**src/rtl/bsv_pkg.sv**
```systemverilog
package bsv_pkg;

  typedef enum logic [2:0] {
    ST_RUN      = 3'd0,
    ST_UV_OFF   = 3'd1,
    ST_OC_OFF   = 3'd2,
    ST_OV_CLAMP = 3'd3,
    ST_OV_OFF   = 3'd4
  } sup_state_t;

  typedef enum logic [1:0] {
    FC_NONE = 2'b00,
    FC_UV   = 2'b01,
    FC_OC   = 2'b10,
    FC_OV   = 2'b11
  } fault_code_t;

endpackage

```
**src/rtl/bsv_oc_filter.sv**
```systemverilog
module bsv_oc_filter #(
  parameter int OC_PERIODS = 2
) (
  input  logic clk,
  input  logic rst_n,
  input  logic clr,
  input  logic ls_on,
  input  logic oc_flag,
  output logic trip
);

  localparam int CNT_W = (OC_PERIODS < 2) ? 1 : $clog2(OC_PERIODS + 1);
  localparam logic [CNT_W-1:0] LAST = CNT_W'(OC_PERIODS - 1);

  logic             ls_prev_q, ls_prev_d;
  logic             hit_q, hit_d;
  logic [CNT_W-1:0] cnt_q, cnt_d;
  logic             period_end;

  // next-state logic
  always_comb begin
    period_end = ls_prev_q & ~ls_on;
    ls_prev_d  = ls_on;
    hit_d      = hit_q | (ls_on & oc_flag);
    cnt_d      = cnt_q;
    trip       = 1'b0;
    if (period_end) begin
      hit_d = 1'b0;
      if (hit_q) begin
        if (cnt_q == LAST) trip = 1'b1;
        else               cnt_d = cnt_q + CNT_W'(1);
      end else begin
        cnt_d = '0;
      end
    end
    if (clr) begin
      ls_prev_d = 1'b0;
      hit_d     = 1'b0;
      cnt_d     = '0;
      trip      = 1'b0;
    end
  end

  // registers
  always_ff @(posedge clk or negedge rst_n) begin
    if (!rst_n) begin
      ls_prev_q <= 1'b0;
      hit_q     <= 1'b0;
      cnt_q     <= '0;
    end else begin
      ls_prev_q <= ls_prev_d;
      hit_q     <= hit_d;
      cnt_q     <= cnt_d;
    end
  end

  // a trip is only raised once the low side has stopped conducting
  a_r7_trip_after_ls: assert property (@(posedge clk) disable iff (!rst_n)
    trip |-> !ls_on);

  // a trip needs the low side to have been on at the previous edge
  a_r7_trip_needs_period: assert property (@(posedge clk) disable iff (!rst_n)
    trip |-> $past(ls_on));

endmodule

```
**src/rtl/bsv_fault_fsm.sv**
```systemverilog
module bsv_fault_fsm
  import bsv_pkg::*;
(
  input  logic        clk,
  input  logic        rst_n,
  input  logic        por_ok,
  input  logic        ss_done,
  input  logic        uv_flag,
  input  logic        ov_flag,
  input  logic        low04_flag,
  input  logic        oc_trip,
  output sup_state_t  state_o,
  output fault_code_t code_o
);

  sup_state_t state_q, state_d;

  // next-state logic: first fault wins, priority OV > OC > UV
  always_comb begin
    state_d = state_q;
    unique case (state_q)
      ST_RUN: begin
        if (ov_flag)                state_d = ST_OV_CLAMP;
        else if (oc_trip)           state_d = ST_OC_OFF;
        else if (ss_done && uv_flag) state_d = ST_UV_OFF;
      end
      ST_OV_CLAMP: if (low04_flag) state_d = ST_OV_OFF;
      default:     state_d = state_q;
    endcase
    if (!por_ok) state_d = ST_RUN;
  end

  always_ff @(posedge clk or negedge rst_n) begin
    if (!rst_n) state_q <= ST_RUN;
    else        state_q <= state_d;
  end

  always_comb begin
    unique case (state_q)
      ST_UV_OFF:              code_o = FC_UV;
      ST_OC_OFF:              code_o = FC_OC;
      ST_OV_CLAMP, ST_OV_OFF: code_o = FC_OV;
      default:                code_o = FC_NONE;
    endcase
  end

  assign state_o = state_q;

  // a latched code holds while the supply stays good
  a_r8_code_held: assert property (@(posedge clk) disable iff (!rst_n)
    (code_o != FC_NONE && por_ok) |=> code_o == $past(code_o));

  // under-voltage is ignored before soft-start completes
  a_r4_uv_unarmed: assert property (@(posedge clk) disable iff (!rst_n)
    (code_o == FC_NONE && uv_flag && !ss_done && !ov_flag && !oc_trip) |=> code_o == FC_NONE);

  // power-on reset clears the latch
  a_r1_por_clears: assert property (@(posedge clk) disable iff (!rst_n)
    !por_ok |=> code_o == FC_NONE);

endmodule

```
**src/rtl/bsv_gate_ctl.sv**
```systemverilog
module bsv_gate_ctl
  import bsv_pkg::*;
(
  input  logic       por_ok,
  input  logic       dis_req,
  input  sup_state_t state,
  input  logic       pwm_hi,
  input  logic       pwm_lo,
  output logic       hs_en,
  output logic       ls_en
);

  logic run_ok;
  logic clamp;

  always_comb begin
    run_ok = por_ok & ~dis_req & (state == ST_RUN);
    clamp  = por_ok & (state == ST_OV_CLAMP);
    hs_en  = run_ok & pwm_hi & ~pwm_lo;
    ls_en  = (run_ok & pwm_lo & ~pwm_hi) | clamp;
  end

  // the two switches are never enabled together
  always_comb begin
    a_r2_no_overlap: assert (!(hs_en && ls_en));
  end

endmodule

```
**src/rtl/buck_supervisor.sv**
```systemverilog
module buck_supervisor
  import bsv_pkg::*;
#(
  parameter int OC_PERIODS = 2
) (
  input  logic       clk,
  input  logic       rst_n,
  input  logic       por_ok,
  input  logic       dis_req,
  input  logic       ss_done,
  input  logic       pwm_hi,
  input  logic       pwm_lo,
  input  logic       uv_flag,
  input  logic       ov_flag,
  input  logic       low04_flag,
  input  logic       oc_flag,
  input  logic       win_ok,
  output logic       hs_en,
  output logic       ls_en,
  output logic       pwr_good,
  output logic [1:0] fault_code
);

  sup_state_t  state_w;
  fault_code_t code_w;
  logic        oc_trip_w;

  bsv_oc_filter #(.OC_PERIODS(OC_PERIODS)) oc_filt_i (
    .clk     (clk),
    .rst_n   (rst_n),
    .clr     (~por_ok),
    .ls_on   (ls_en),
    .oc_flag (oc_flag),
    .trip    (oc_trip_w)
  );

  bsv_fault_fsm fsm_i (
    .clk        (clk),
    .rst_n      (rst_n),
    .por_ok     (por_ok),
    .ss_done    (ss_done),
    .uv_flag    (uv_flag),
    .ov_flag    (ov_flag),
    .low04_flag (low04_flag),
    .oc_trip    (oc_trip_w),
    .state_o    (state_w),
    .code_o     (code_w)
  );

  bsv_gate_ctl gate_i (
    .por_ok  (por_ok),
    .dis_req (dis_req),
    .state   (state_w),
    .pwm_hi  (pwm_hi),
    .pwm_lo  (pwm_lo),
    .hs_en   (hs_en),
    .ls_en   (ls_en)
  );

  assign fault_code = code_w;
  assign pwr_good   = por_ok & ss_done & win_ok & ~dis_req & (code_w == FC_NONE);

  // under-voltage and over-current latches keep both switches off
  a_r4_off_latch: assert property (@(posedge clk) disable iff (!rst_n)
    (fault_code == FC_UV || fault_code == FC_OC) |-> (!hs_en && !ls_en));

  // an over-voltage latch never lets the high side on
  a_r5_ov_hs_off: assert property (@(posedge clk) disable iff (!rst_n)
    fault_code == FC_OV |-> !hs_en);

  // after the discharge threshold is seen, the low side stays off
  a_r6_clamp_ends: assert property (@(posedge clk) disable iff (!rst_n)
    ($past(fault_code) == FC_OV && $past(low04_flag) && fault_code == FC_OV) |-> !ls_en);

  // a fresh over-voltage flag in a clean state forces the low side on next
  a_r5_ov_clamp: assert property (@(posedge clk) disable iff (!rst_n)
    (por_ok && fault_code == FC_NONE && ov_flag) |=> (!por_ok || ls_en || $past(low04_flag) || low04_flag || fault_code == FC_OV));

endmodule

```
**config.mk**
```make
export PLATFORM = sky130hd
export DESIGN_NAME = buck_supervisor
export DESIGN_NICKNAME = d
export VERILOG_FILES = /design/src/rtl/bsv_pkg.sv /design/src/rtl/bsv_oc_filter.sv /design/src/rtl/bsv_fault_fsm.sv /design/src/rtl/bsv_gate_ctl.sv /design/src/rtl/buck_supervisor.sv
export SDC_FILE = /design/constraint.sdc
export NUM_CORES = 1
export LEC_CHECK = 0
export BUFFER_PORTS_ARGS = -buffer_cell sky130_fd_sc_hd__buf_2
export CELL_PAD_IN_SITES_DETAIL_PLACEMENT = 0
export CELL_PAD_IN_SITES_GLOBAL_PLACEMENT = 1
export CORE_MARGIN = 2
export CORE_UTILIZATION = 35
export CTS_CLUSTER_SIZE = 24
export DETAILED_ROUTE_END_ITERATION = 8
export GPL_ROUTABILITY_DRIVEN = 0
export PLACE_DENSITY = 0.86
export SYNTH_ARGS = -nofsm -noshare
export SYNTH_HDL_FRONTEND = slang
export SYNTH_HIERARCHICAL = 1
export SYNTH_SLANG_ARGS = --single-unit
```
**constraint.sdc**
```tcl
create_clock -name clk -period 5.25 [get_ports clk]
set_clock_uncertainty 0.15 [all_clocks]
set_input_delay 0.525 -clock clk [delete_from_list [all_inputs] [get_ports clk]]
set_output_delay 0.525 -clock clk [all_outputs]
set_load 0.02 [all_outputs]
```
==> After elaboration in Yosys (flattened, before gate mapping) <==
Index checks and enable logic that the tools add are counted.
{ "word_totals": {"register_bits": 7, "latch_bits": 0, "ramBits": 0, "rom_bits": 0, "in_bits": 12, "out_inout_bits": 5, "wordCells": 58, "mem_count": 0} }
{ "op_classes": {"addsub": 1, "multipliers": 0, "n_div": 0, "n_lt_le_gt_ge": 0, "n_eq_ne": 10, "n_shift": 0, "mux": 18, "n_bitwise": 19, "n_reduce_logical": 6} }
{ "ops": {"columns": ["op", "count"], "rows": [
  ["$mux 3", 5],
  ["$and 1x1->1", 13],
  ["$mux 2", 4],
  ["$mux 1", 7],
  ["$eq 3x2->1 const B", 2],
  ["$ne 3x3->1 const B", 2],
  ["$pmux 2 s3", 1],
  ["$pmux 3 s2", 1],
  ["$ne 5x3->1 const B", 1],
  ["$not 1->1", 4],
  ["$eq 3x1->1 const B", 1],
  ["$eq 3x3->1 const B", 1],
  ["$logic_not 3->1", 1],
  ["$ne 3x1->1 const B", 1],
  ["$reduce_and 3->1", 1],
  ["$add 2x1->2 const B", 1],
  ["$eq 2x1->1 const B", 1],
  ["$logic_not 2->1", 1],
  ["$ne 2x1->1 const B", 1],
  ["$or 1x1->1", 2],
  ["$reduce_and 2->1", 1],
  ["$reduce_or 2->1", 1],
  ["$logic_and 1x1->1", 1]
]} }

==> Logic depth before layout (Yosys ltp) <==
Gate-level depths: netlist of the first run.
{ "logic_depth": {"ltp_word": 14, "depth_mapped": 6, "mapped_depth_nobuf": 6} }

==> Modules after synthesis <==
The synthesis of the first run kept the hierarchy.
{ "modules_own_cells": {"columns": ["module", "instances", "cells_each", "area_per_inst_um2", "seq_area_each_um2"], "rows": [
  ["bsv_oc_filter", 1, 21, 211.5, 100.1],
  ["bsv_fault_fsm", 1, 21, 177.7, 75.1],
  ["bsv_gate_ctl", 1, 6, 46.3, 0.0],
  ["buck_supervisor", 1, 3, 18.8, 0.0]
]} }

==> Worst setup path before layout of the first run <==
Ideal clock, no wire load.
{ "synth_timing": {"path_type": "in2reg", "from": "input port dis_req", "to": "register fsm_i.state_q[1], in the netlist fsm_i/state_o[1]", "setup_ns": 0.125, "t_arrival_ns": 1.896, "required_ns": 4.975, "setup_slack_ns": 3.080, "cell_stages": 6, "n_path_buf": 0, "path_cell_list": "or3_1 -> o21ai_1 -> nand2b_4 -> nor3_1 -> o31ai_1 -> nor2_1"} }
{ "synth_via": {"elab_chain_len": 14, "elab_cells_between_ends": 16, "cone_classes": "1 x eq/ne; 6 x mux; 8 x bitwise; 1 x reduce/logical"} }
{ "synth_lines": {"columns": ["item", "line_no", "text"], "rows": [
  ["start, declared", "buck_supervisor.sv:9", "input logic dis_req,"],
  ["$not 1->1 (*)", "bsv_gate_ctl.sv:17", "run_ok = por_ok & ~dis_req & (state == ST_RUN);"],
  ["$and 1x1->1 (*) (2 in a row)", "bsv_gate_ctl.sv:17", null],
  ["$and 1x1->1 (*) (2 in a row)", "bsv_gate_ctl.sv:20", "ls_en = (run_ok & pwm_lo & ~pwm_hi) | clamp;"],
  ["$or 1x1->1 (*)", "bsv_gate_ctl.sv:20", null],
  ["named net ls_en", "buck_supervisor.sv:19", "output logic ls_en,"],
  ["$not 1->1 (*)", "bsv_oc_filter.sv:22", "period_end = ls_prev_q & ~ls_on;"],
  ["$and 1x1->1 (*)", "bsv_oc_filter.sv:22", null],
  ["$mux 1 (*)", "bsv_oc_filter.sv:27", "if (period_end) begin"],
  ["$mux 1 (*)", "bsv_oc_filter.sv:36", "if (clr) begin"],
  ["named net oc_trip_w", "buck_supervisor.sv:26", "logic oc_trip_w;"],
  ["$mux 3", "bsv_fault_fsm.sv:24", "else if (oc_trip) state_d = ST_OC_OFF;"],
  ["$mux 3", "bsv_fault_fsm.sv:23", "if (ov_flag) state_d = ST_OV_CLAMP;"],
  ["$pmux 3 s2", "bsv_fault_fsm.sv:21", "unique case (state_q)"],
  ["$mux 3", "bsv_fault_fsm.sv:30", "if (!por_ok) state_d = ST_RUN;"],
  ["end signal, assigned", "bsv_fault_fsm.sv:35", "else state_q <= state_d;"],
  ["end, declared", "bsv_fault_fsm.sv:16", "sup_state_t state_q, state_d;"]
]} }
Mark *: on every way through the listed nets, which the timed path passes. The rest lies on a longest branch.
A chain may end at the register's enable or synchronous reset.

==> Worst setup path in the final report of the first run <==
{ "layout_timing": {"from": "register fsm_i.state_q[0], in the netlist fsm_i/state_o[0]", "to": "output port pwr_good"} }
{ "layout_via": {"elab_chain_len": 5, "elab_cells_between_ends": 8, "cone_classes": "4 x eq/ne; 1 x mux; 1 x bitwise; 2 x reduce/logical"} }
{ "layout_lines": {"columns": ["item", "line_no", "text"], "rows": [
  ["$eq 3x2->1 / $eq 3x3->1 (equally long branches)", "bsv_fault_fsm.sv:39", "unique case (state_q)"],
  ["$reduce_or 2->1", "bsv_fault_fsm.sv:39", null],
  ["$pmux 2 s3 (*)", "bsv_fault_fsm.sv:39", null],
  ["$logic_not 2->1 (*)", "buck_supervisor.sv:61", "assign pwr_good = por_ok & ss_done & win_ok & ~dis_req & (code_w == FC_NONE);"],
  ["$and 1x1->1 (*)", "buck_supervisor.sv:61", null],
  ["end, declared", "buck_supervisor.sv:20", "output logic pwr_good,"]
]} }
Mark *: on every way between the ends. The rest lies on a longest branch, timed or not.

==> flow_metrics.env, run 1 <==
export IMPL_antenna_violating_nets_left=0
export IMPL_critPathMaxFanout=7
export IMPL_outcome="complete, no violations"
export IMPL_tightest_slew_ns=0.280
export IMPL_timing_final_hold_violations=0
export IMPL_yosys_area_top_type="sky130_fd_sc_hd__dfrtp_1"
export IMPL_clock_insertion_delay_worst_skew_ns=0.25
export IMPL_achievable_frequency_mhz=438
export IMPL_die_height_um=40.0
export IMPL_critical_path_max_stage_delay_ns=0.48
export IMPL_setup_worst_path_class="register to output pin"
export IMPL_dieWidth_um=40.0
export IMPL_first_iter_violations=5
export IMPL_maxCapViolations=0
export IMPL_timing_final_setup_violations=0
export IMPL_cellPowerDensity_mw_per_mm2=229
export IMPL_synth_area_per_cell_um2=8.91
export IMPL_max_slew_margin_pct=81.3
export IMPL_cell_chain_critical_path="inv_1 -> nand3_1 -> o21ai_0 -> nor4b_1 -> and3_1 -> buf_2"
export IMPL_vdd_ir_drop_max_mv=0.0889
export IMPL_number_of_warning_messages_in_the_yosys_log=6
export IMPL_finalSetupTns_ns=0
export IMPL_total_leakage_power_nw=0.264
export IMPL_r2r_start="fsm_i/state_o[0]"
export IMPL_cts_path_max_buffers=2
export IMPL_sequentialPowerShare_pct=45.1
export IMPL_initial_core_util_pct=39.3
export IMPL_final_max_slew_violation_count=0
export IMPL_filler_cell_count=117
export IMPL_core_region_area_mm2=0.00116
export IMPL_drive_gt1_share_pct=30.6
export IMPL_mappedNetlistArea_um2=454
export IMPL_share_comb_of_total_power_pct=19.1
export IMPL_postSynthCellCount=51
export IMPL_yosys_register_bits=7
export IMPL_first_global_vias=420
export IMPL_seq_area_frac_synth_pct=38.6
export IMPL_drt_wirelength_per_cell_um=12.6
export IMPL_dp_final_hpwl_um=771
export IMPL_worst_ep_arrival_time_ns=1.61
export IMPL_rows=12
export IMPL_post_cts_repair_setup_buffers=0
export IMPL_syn2layout_area_growth_pct=29.5
export IMPL_clock_power_share_pct=35.8
export IMPL_diodes=0
export IMPL_numCtsBuffers=3
export IMPL_final_nets=86
export IMPL_synthDistinctLibCells=23
export IMPL_avgViaCountPerCell=5.14
export IMPL_route_detailed_drc=0
export IMPL_timing_critical_path_buf_inv=2
export IMPL_clkSlewWorstSetupHoldPaths_ns=0.05
export IMPL_endpoint_kind="output pin"
export IMPL_grt_overflow_total=0
export IMPL_worst_setup_path_start_kind="register"
export IMPL_grt_max_degree=11
export IMPL_worstRegToRegCells=6
export IMPL_detail_route_first_pass_iterations=4
export IMPL_critPathSlowestCell="sky130_fd_sc_hd__dfrtp_1"
export IMPL_grt_antenna_before_repair=0
export IMPL_commonest_non_fill_non_tap_cell_in_the_layout="sky130_fd_sc_hd__buf_2"
export IMPL_intPower_uw=97.1
export IMPL_min_path_type="primary input to register"
export IMPL_worst_path_dominant_cell_family="simple AND/OR/NAND/NOR gates"
export IMPL_synth_top_cells_by_area="sky130_fd_sc_hd__dfrtp_1 39%, sky130_fd_sc_hd__nand2b_4 6.1%, sky130_fd_sc_hd__nand4bb_1 5.0%"
export IMPL_numPortBuffers=16
export IMPL_groute_usage_overall_pct=17.5
export IMPL_hold_slack_ns=0.418
export IMPL_grt_setup_unrepaired="false"
export IMPL_hold_path_startpoint="ov_flag"
export IMPL_tritoncts="done"
export IMPL_routed_wirelength_um=1080
export IMPL_ioPinCount=17
export IMPL_final_min_clock_period_ns=2.28
export IMPL_synth_net_count=64
export IMPL_clock_root_buffer="sky130_fd_sc_hd__clkbuf_4"
export IMPL_cts_htree_levels=1
export IMPL_layout_worst_path_cycle_share_pct=43.5
export IMPL_reg2reg_slack_ns=3.34
export IMPL_fp_dieArea_mm2=0.00160
export IMPL_min_delay_worst_endpoint="fsm_i/state_o[1]"
export IMPL_post_synth_top_area_fraction_pct=38.6
export IMPL_sw_frac_of_total_pct=27.8
export IMPL_mostFrequentLayoutCells="16 x sky130_fd_sc_hd__buf_2, 7 x sky130_fd_sc_hd__dfrtp_1, 5 x sky130_fd_sc_hd__nor2_1"
export IMPL_crit_reg2reg_capture="fsm_i/state_o[1]"
export IMPL_timing_critical_path_required_ns=4.58
export IMPL_cts_sinks=7
export IMPL_power_switching_uw=37.4
export IMPL_route_vias_total=442
export IMPL_wire_length_of_the_first_global_routing_pass_um=1800
export IMPL_whs_path_depth=3
[cell type report]
type / instances / area (µm²) / area share, %
Clock buffer: 4 / 26.3 / 4.47
Inverter: 4 / 15.0 / 2.55
Multi-Input combinational cell: 40 / 264 / 44.9
Sequential cell: 7 / 175 / 29.8
Tap cell: 14 / 17.5 / 2.98
Timing Repair Buffer: 17 / 90.1 / 15.3
[per-stage QoR]
stage               cell area, µm²  power, mW  setup WS (ns)  utilization (%)  std cells
floorplan                      454     0.0752           3.08                -         51
global placement               552     0.0861           3.14             47.7         81
detailed placement             552     0.0867           3.13             47.7         81
CTS                            588      0.138           2.96             50.9         86
global route                   588      0.144           2.71             50.9         86
finish                         588      0.135           2.97             50.9         86
[per-layer routing]
metal	wire, µm	up-vias	global-route usage, %
li1	-	232	-
met5	0	-	0
met1	575	195	23.2
met2	438	11	24.6
met4	21	0	10.3
met3	50	4	5.00
[power groups by stage]
stage               registers [mW]  clock network (mW)  logic [mW]
floorplan                   0.0601                   0      0.0151
CTS                         0.0605              0.0514      0.0259
detailed placement          0.0615                   0      0.0252
finish                      0.0606              0.0482      0.0257
global placement            0.0614                   0      0.0248
global route                0.0612              0.0538      0.0287
[cells by family after synthesis]
group	share of synthesized area (%)
AO/OA/AOI/OAI	15.4
adder cells (fa/ha/maj)	2.75
buffers and inverters	3.30
flip-flops	38.6
AND/OR/NAND/NOR	39.9
[repair_timing]
item | CTS | global route
hold buffers | 1 | 0
resized for setup | 0 | 0
endpoints found under the hold margin | 7 | 0
[sequential cells by signal, summed over array words and instances (netlist names)]
signal / flops
oc_filt_i/ls_prev_q: 1
oc_filt_i/hit_q: 1
fsm_i/state_o: 3
oc_filt_i/cnt_q: 2
[cell usage after synthesis]
| library cell | count |
|---|---|
| sky130_fd_sc_hd__dfrtp_1 | 7 |
| sky130_fd_sc_hd__nor2_1 | 5 |
| sky130_fd_sc_hd__inv_1 | 4 |
| sky130_fd_sc_hd__nand2_1 | 4 |
| sky130_fd_sc_hd__o21ai_0 | 4 |
| sky130_fd_sc_hd__a31oi_1 | 3 |
| sky130_fd_sc_hd__nand3_1 | 3 |
| sky130_fd_sc_hd__a21oi_1 | 2 |
| sky130_fd_sc_hd__nand2b_4 | 2 |
| sky130_fd_sc_hd__nand4bb_1 | 2 |
| sky130_fd_sc_hd__nor2b_1 | 2 |
| sky130_fd_sc_hd__or4b_1 | 2 |
| sky130_fd_sc_hd__a21oi_2 | 1 |
| sky130_fd_sc_hd__and3_1 | 1 |
| sky130_fd_sc_hd__and3b_1 | 1 |
| sky130_fd_sc_hd__ha_1 | 1 |
| sky130_fd_sc_hd__nand2b_1 | 1 |
| sky130_fd_sc_hd__nand4b_1 | 1 |
| sky130_fd_sc_hd__nor3_1 | 1 |
| sky130_fd_sc_hd__nor4b_1 | 1 |
| sky130_fd_sc_hd__o21ai_1 | 1 |
| sky130_fd_sc_hd__o31ai_1 | 1 |
| sky130_fd_sc_hd__or3_1 | 1 |
[worst register-to-register path: cells and delay by family (launching register included)]
family             cells  cell delay (ns)
AOI/OAI and AO/OA      2             0.45
and+or+nand+nor        4             0.74
DFF                    1             0.46
[worst max-delay path by stage]
stage	startpoint	to	slack [ns]	depth (start not counted)
5_1_grt	fsm_i/state_o[0]	pwr_good	2.71	6
6_report	fsm_i/state_o[0]	pwr_good	2.97	6
3_3_place_gp	dis_req	ls_en	3.14	4
3_5_place_dp	dis_req	ls_en	3.13	4
2_1_floorplan	dis_req	fsm_i/state_o[1]	3.08	6
4_1_cts	fsm_i/state_o[0]	pwr_good	2.96	6
No activity file was read; power rests on OpenSTA's default activity.
==> inputs of run 2 (changes only) <==
ABC_AREA = 1   (was unset)
CORE_UTILIZATION = 29   (was 35)
PLACE_DENSITY = 0.8   (was 0.86)
clock period = 2.1 ns   (was 5.25 ns; I/O delays follow)
==> flow_metrics.env, run 2 <==
export IMPL_outcome="complete, no violations"
export IMPL_diodes=0
export IMPL_min_path_type="primary input to register"
export IMPL_timing_final_setup_violations=0
export IMPL_worst_path_stages=13
export IMPL_syn2layout_area_growth_pct=27.1
export IMPL_netlist_top_cells_count="32 x sky130_fd_sc_hd__nand2_1, 15 x sky130_fd_sc_hd__nor2_1, 10 x sky130_fd_sc_hd__inv_1"
export IMPL_post_cts_repair_setup_buffers=0
export IMPL_detail_route_first_pass_iterations=4
export IMPL_mappedNetlistArea_um2=546
export IMPL_crit_reg2reg_capture="fsm_i/state_o[0]"
export IMPL_dieWidth_um=47.4
export IMPL_number_of_enable_flip_flop_cells_after_synthesis=0
export IMPL_final_nets=125
export IMPL_r2r_start="fsm_i/state_o[0]"
export IMPL_initial_core_util_pct=31.3
export IMPL_cts_path_max_buffers=2
export IMPL_share_of_flip_flops_with_an_asynchronous_set_or_reset_after_synthesis_pct=100
export IMPL_cts_hold_buf=1
export IMPL_vdd_ir_drop_max_mv=0.458
export IMPL_achievable_frequency_mhz=570
export IMPL_worst_ep_arrival_time_ns=1.74
export IMPL_route_detailed_drc=0
export IMPL_core_region_area_mm2=0.00175
export IMPL_number_of_flip_flops_under_the_largest_register_name=3
export IMPL_cts_htree_levels=1
export IMPL_clock_power_share_pct=20.3
export IMPL_clock_root_buffer="sky130_fd_sc_hd__clkbuf_4"
export IMPL_synthDistinctLibCells=12
export IMPL_clkSlewWorstSetupHoldPaths_ns=0.05
export IMPL_total_leakage_power_nw=0.401
export IMPL_critPathMaxFanout=7
export IMPL_share_comb_of_total_power_pct=44.7
export IMPL_grt_overflow_total=0
export IMPL_endpoint_kind="register"
export IMPL_worst_setup_path_start_kind="register"
export IMPL_wire_length_of_the_first_global_routing_pass_um=1700
export IMPL_yosys_area_top_type="sky130_fd_sc_hd__dfrtp_1"
export IMPL_placed_cells=131
export IMPL_rows=15
export IMPL_drt_wirelength_per_cell_um=7.94
export IMPL_worst_path_dominant_cell_family="simple AND/OR/NAND/NOR gates"
export IMPL_first_global_vias=457
export IMPL_route_vias_total=560
export IMPL_final_min_clock_period_ns=1.76
export IMPL_mostFrequentLayoutCells="32 x sky130_fd_sc_hd__nand2_1, 16 x sky130_fd_sc_hd__buf_2, 15 x sky130_fd_sc_hd__nor2_1"
export IMPL_finish_cell_count_without_fillers=136
export IMPL_reg2reg_slack_ns=0.34
export IMPL_intPower_uw=324
export IMPL_seq_area_frac_synth_pct=32.1
export IMPL_drive_gt1_share_pct=29.7
export IMPL_avgViaCountPerCell=4.12
export IMPL_power_switching_uw=250
export IMPL_synth_most_common_cell="sky130_fd_sc_hd__nand2_1"
export IMPL_commonest_non_fill_non_tap_cell_in_the_layout="sky130_fd_sc_hd__nand2_1"
export IMPL_max_slew_margin_pct=84.2
export IMPL_final_max_slew_violation_count=0
export IMPL_worstRegToRegCells=13
export IMPL_cellPowerDensity_mw_per_mm2=828
export IMPL_critPathSlowestCell="sky130_fd_sc_hd__dfrtp_1"
export IMPL_die_height_um=47.4
export IMPL_synth_net_count=103
export IMPL_sequentialPowerShare_pct=35.0
export IMPL_postSynthCellCount=90
export IMPL_dp_final_hpwl_um=849
export IMPL_maxCapViolations=0
export IMPL_final_area_um2=693
export IMPL_synth_area_per_cell_um2=6.06
export IMPL_grt_antenna_before_repair=0
export IMPL_numPortBuffers=16
export IMPL_timing_critical_path_required_ns=2.08
export IMPL_fp_dieArea_mm2=0.00224
export IMPL_numCtsBuffers=3
export IMPL_number_of_warning_messages_in_the_yosys_log=6
export IMPL_timing_final_hold_violations=0
export IMPL_post_synth_top_area_fraction_pct=32.1
export IMPL_crit_path_end="fsm_i/state_o[0]"
export IMPL_finalSetupTns_ns=0
export IMPL_ys_flop_type="sky130_fd_sc_hd__dfrtp_1"
export IMPL_clock_insertion_delay_worst_skew_ns=0.24
export IMPL_ioPinCount=17
export IMPL_groute_usage_overall_pct=10.9
export IMPL_placed_cell_area_um2=657
export IMPL_yosys_register_bits=7
export IMPL_setup_worst_path_class="register to register"
export IMPL_first_iter_violations=7
export IMPL_antenna_violating_nets_left=0
export IMPL_path_common_cell="sky130_fd_sc_hd__nand2_1"
export IMPL_timing_critical_path_buf_inv=2
export IMPL_tritoncts="done"
export IMPL_layout_worst_path_cycle_share_pct=83.6
export IMPL_critical_path_max_stage_delay_ns=0.46
export IMPL_synth_top_cells_by_area="sky130_fd_sc_hd__dfrtp_1 32%, sky130_fd_sc_hd__nand2_1 22%, sky130_fd_sc_hd__nor2_1 10%"
export IMPL_tightest_slew_ns=0.237
export IMPL_grt_setup_unrepaired="false"
export IMPL_worst_setup_path_startpoint="fsm_i/state_o[0]"
export IMPL_grt_max_degree=12
export IMPL_cts_sinks=7
export IMPL_cell_chain_critical_path="nor2_2 -> nand3_1 -> nand2_1 -> inv_1 -> nand2_2 -> nor2_1 -> inv_1 -> nand2_1 -> nor2_1 -> nand2_2 -> nand3_2 -> nand2_1 -> nand2_1"
export IMPL_post_cts_resized_instances=0
export IMPL_sw_frac_of_total_pct=43.5
export IMPL_routed_wirelength_um=1080
run 2: cell types whose count changed after synthesis, moves of 3 or more:
| cell | previous run | this run |
|---|---|---|
| sky130_fd_sc_hd__a31oi_1 | 3 | 0 |
| sky130_fd_sc_hd__inv_1 | 4 | 10 |
| sky130_fd_sc_hd__inv_2 | 0 | 3 |
| sky130_fd_sc_hd__nand2_1 | 4 | 32 |
| sky130_fd_sc_hd__nand2_2 | 0 | 5 |
| sky130_fd_sc_hd__nand3_1 | 3 | 9 |
| sky130_fd_sc_hd__nor2_1 | 5 | 15 |
| sky130_fd_sc_hd__nor2_2 | 0 | 4 |
| sky130_fd_sc_hd__o21ai_0 | 4 | 0 |
run 2: logic make-up after synthesis:
kind of cell             after synthesis  share of synthesized area, %
flip-flops                             7                          32.1
AO/OA/AOI/OAI                          1                         0.917
AND/OR/NAND/NOR                       68                          55.7
buffers and inverters                 13                          8.95
adder cells (fa/ha/maj)                1                          2.29
run 2: through the flow:
stage | utilization [%] | hold WS (ns) | worst slack [ns] | total power [mW]
2_1_floorplan | - | -0.236 | 0.416 | 0.389
3_3_place_gp | 37.6 | -0.101 | 0.330 | 0.461
6_report | 39.7 | 0.0555 | 0.345 | 0.574
3_5_place_dp | 37.6 | -0.0982 | 0.312 | 0.462
5_1_grt | 39.7 | 0.0636 | 0.139 | 0.633
4_1_cts | 39.7 | 0.0509 | 0.296 | 0.585
run 2: final cells by class:
cell class	count	area, µm²
inverter	13	48.8
fill	209	1050
clock buffer	4	26.3
timing repair buffer	17	90.1
tap	25	31.3
multi-input combinational	70	322
sequential	7	175
run 2: worst min path at each step:
stage / slack [ns] / to / cells past startpoint / from
3_3_place_gp: -0.10 / oc_filt_i/hit_q / 1 / rst_n
6_report: 0.06 / oc_filt_i/hit_q / 3 / oc_flag
3_5_place_dp: -0.1 / oc_filt_i/cnt_q[1] / 1 / rst_n
2_1_floorplan: -0.24 / fsm_i/state_o[0] / 0 / rst_n
4_1_cts: 0.05 / oc_filt_i/hit_q / 3 / oc_flag
5_1_grt: 0.06 / oc_filt_i/hit_q / 3 / oc_flag
run 2: power groups by stage:
stage          combinational [mW]  sequential (mW)  clock, mW
6_report                    0.257            0.201      0.116
5_1_grt                     0.295            0.204      0.133
4_1_cts                     0.261            0.201      0.123
3_5_place_dp                0.259            0.203          0
3_3_place_gp                0.258            0.203          0
2_1_floorplan               0.197            0.192          0
run 2: worst reg2reg max path, stage by stage, from the launching register on:
cell	delay [ns]
sky130_fd_sc_hd__dfrtp_1	0.46
sky130_fd_sc_hd__nor2_2	0.08
sky130_fd_sc_hd__nand3_1	0.08
sky130_fd_sc_hd__nand2_1	0.08
sky130_fd_sc_hd__inv_1	0.09
sky130_fd_sc_hd__nand2_2	0.06
sky130_fd_sc_hd__nor2_1	0.16
sky130_fd_sc_hd__inv_1	0.08
sky130_fd_sc_hd__nand2_1	0.07
sky130_fd_sc_hd__nor2_1	0.04
sky130_fd_sc_hd__nand2_2	0.07
sky130_fd_sc_hd__nand3_2	0.09
sky130_fd_sc_hd__nand2_1	0.07
sky130_fd_sc_hd__nand2_1	0.06
run 2: metal layers:
metal	track usage [%]	routed length, µm
met1	12.1	530
met2	18.9	505
met3	5.77	45
met4	1.67	0
met5	0	0
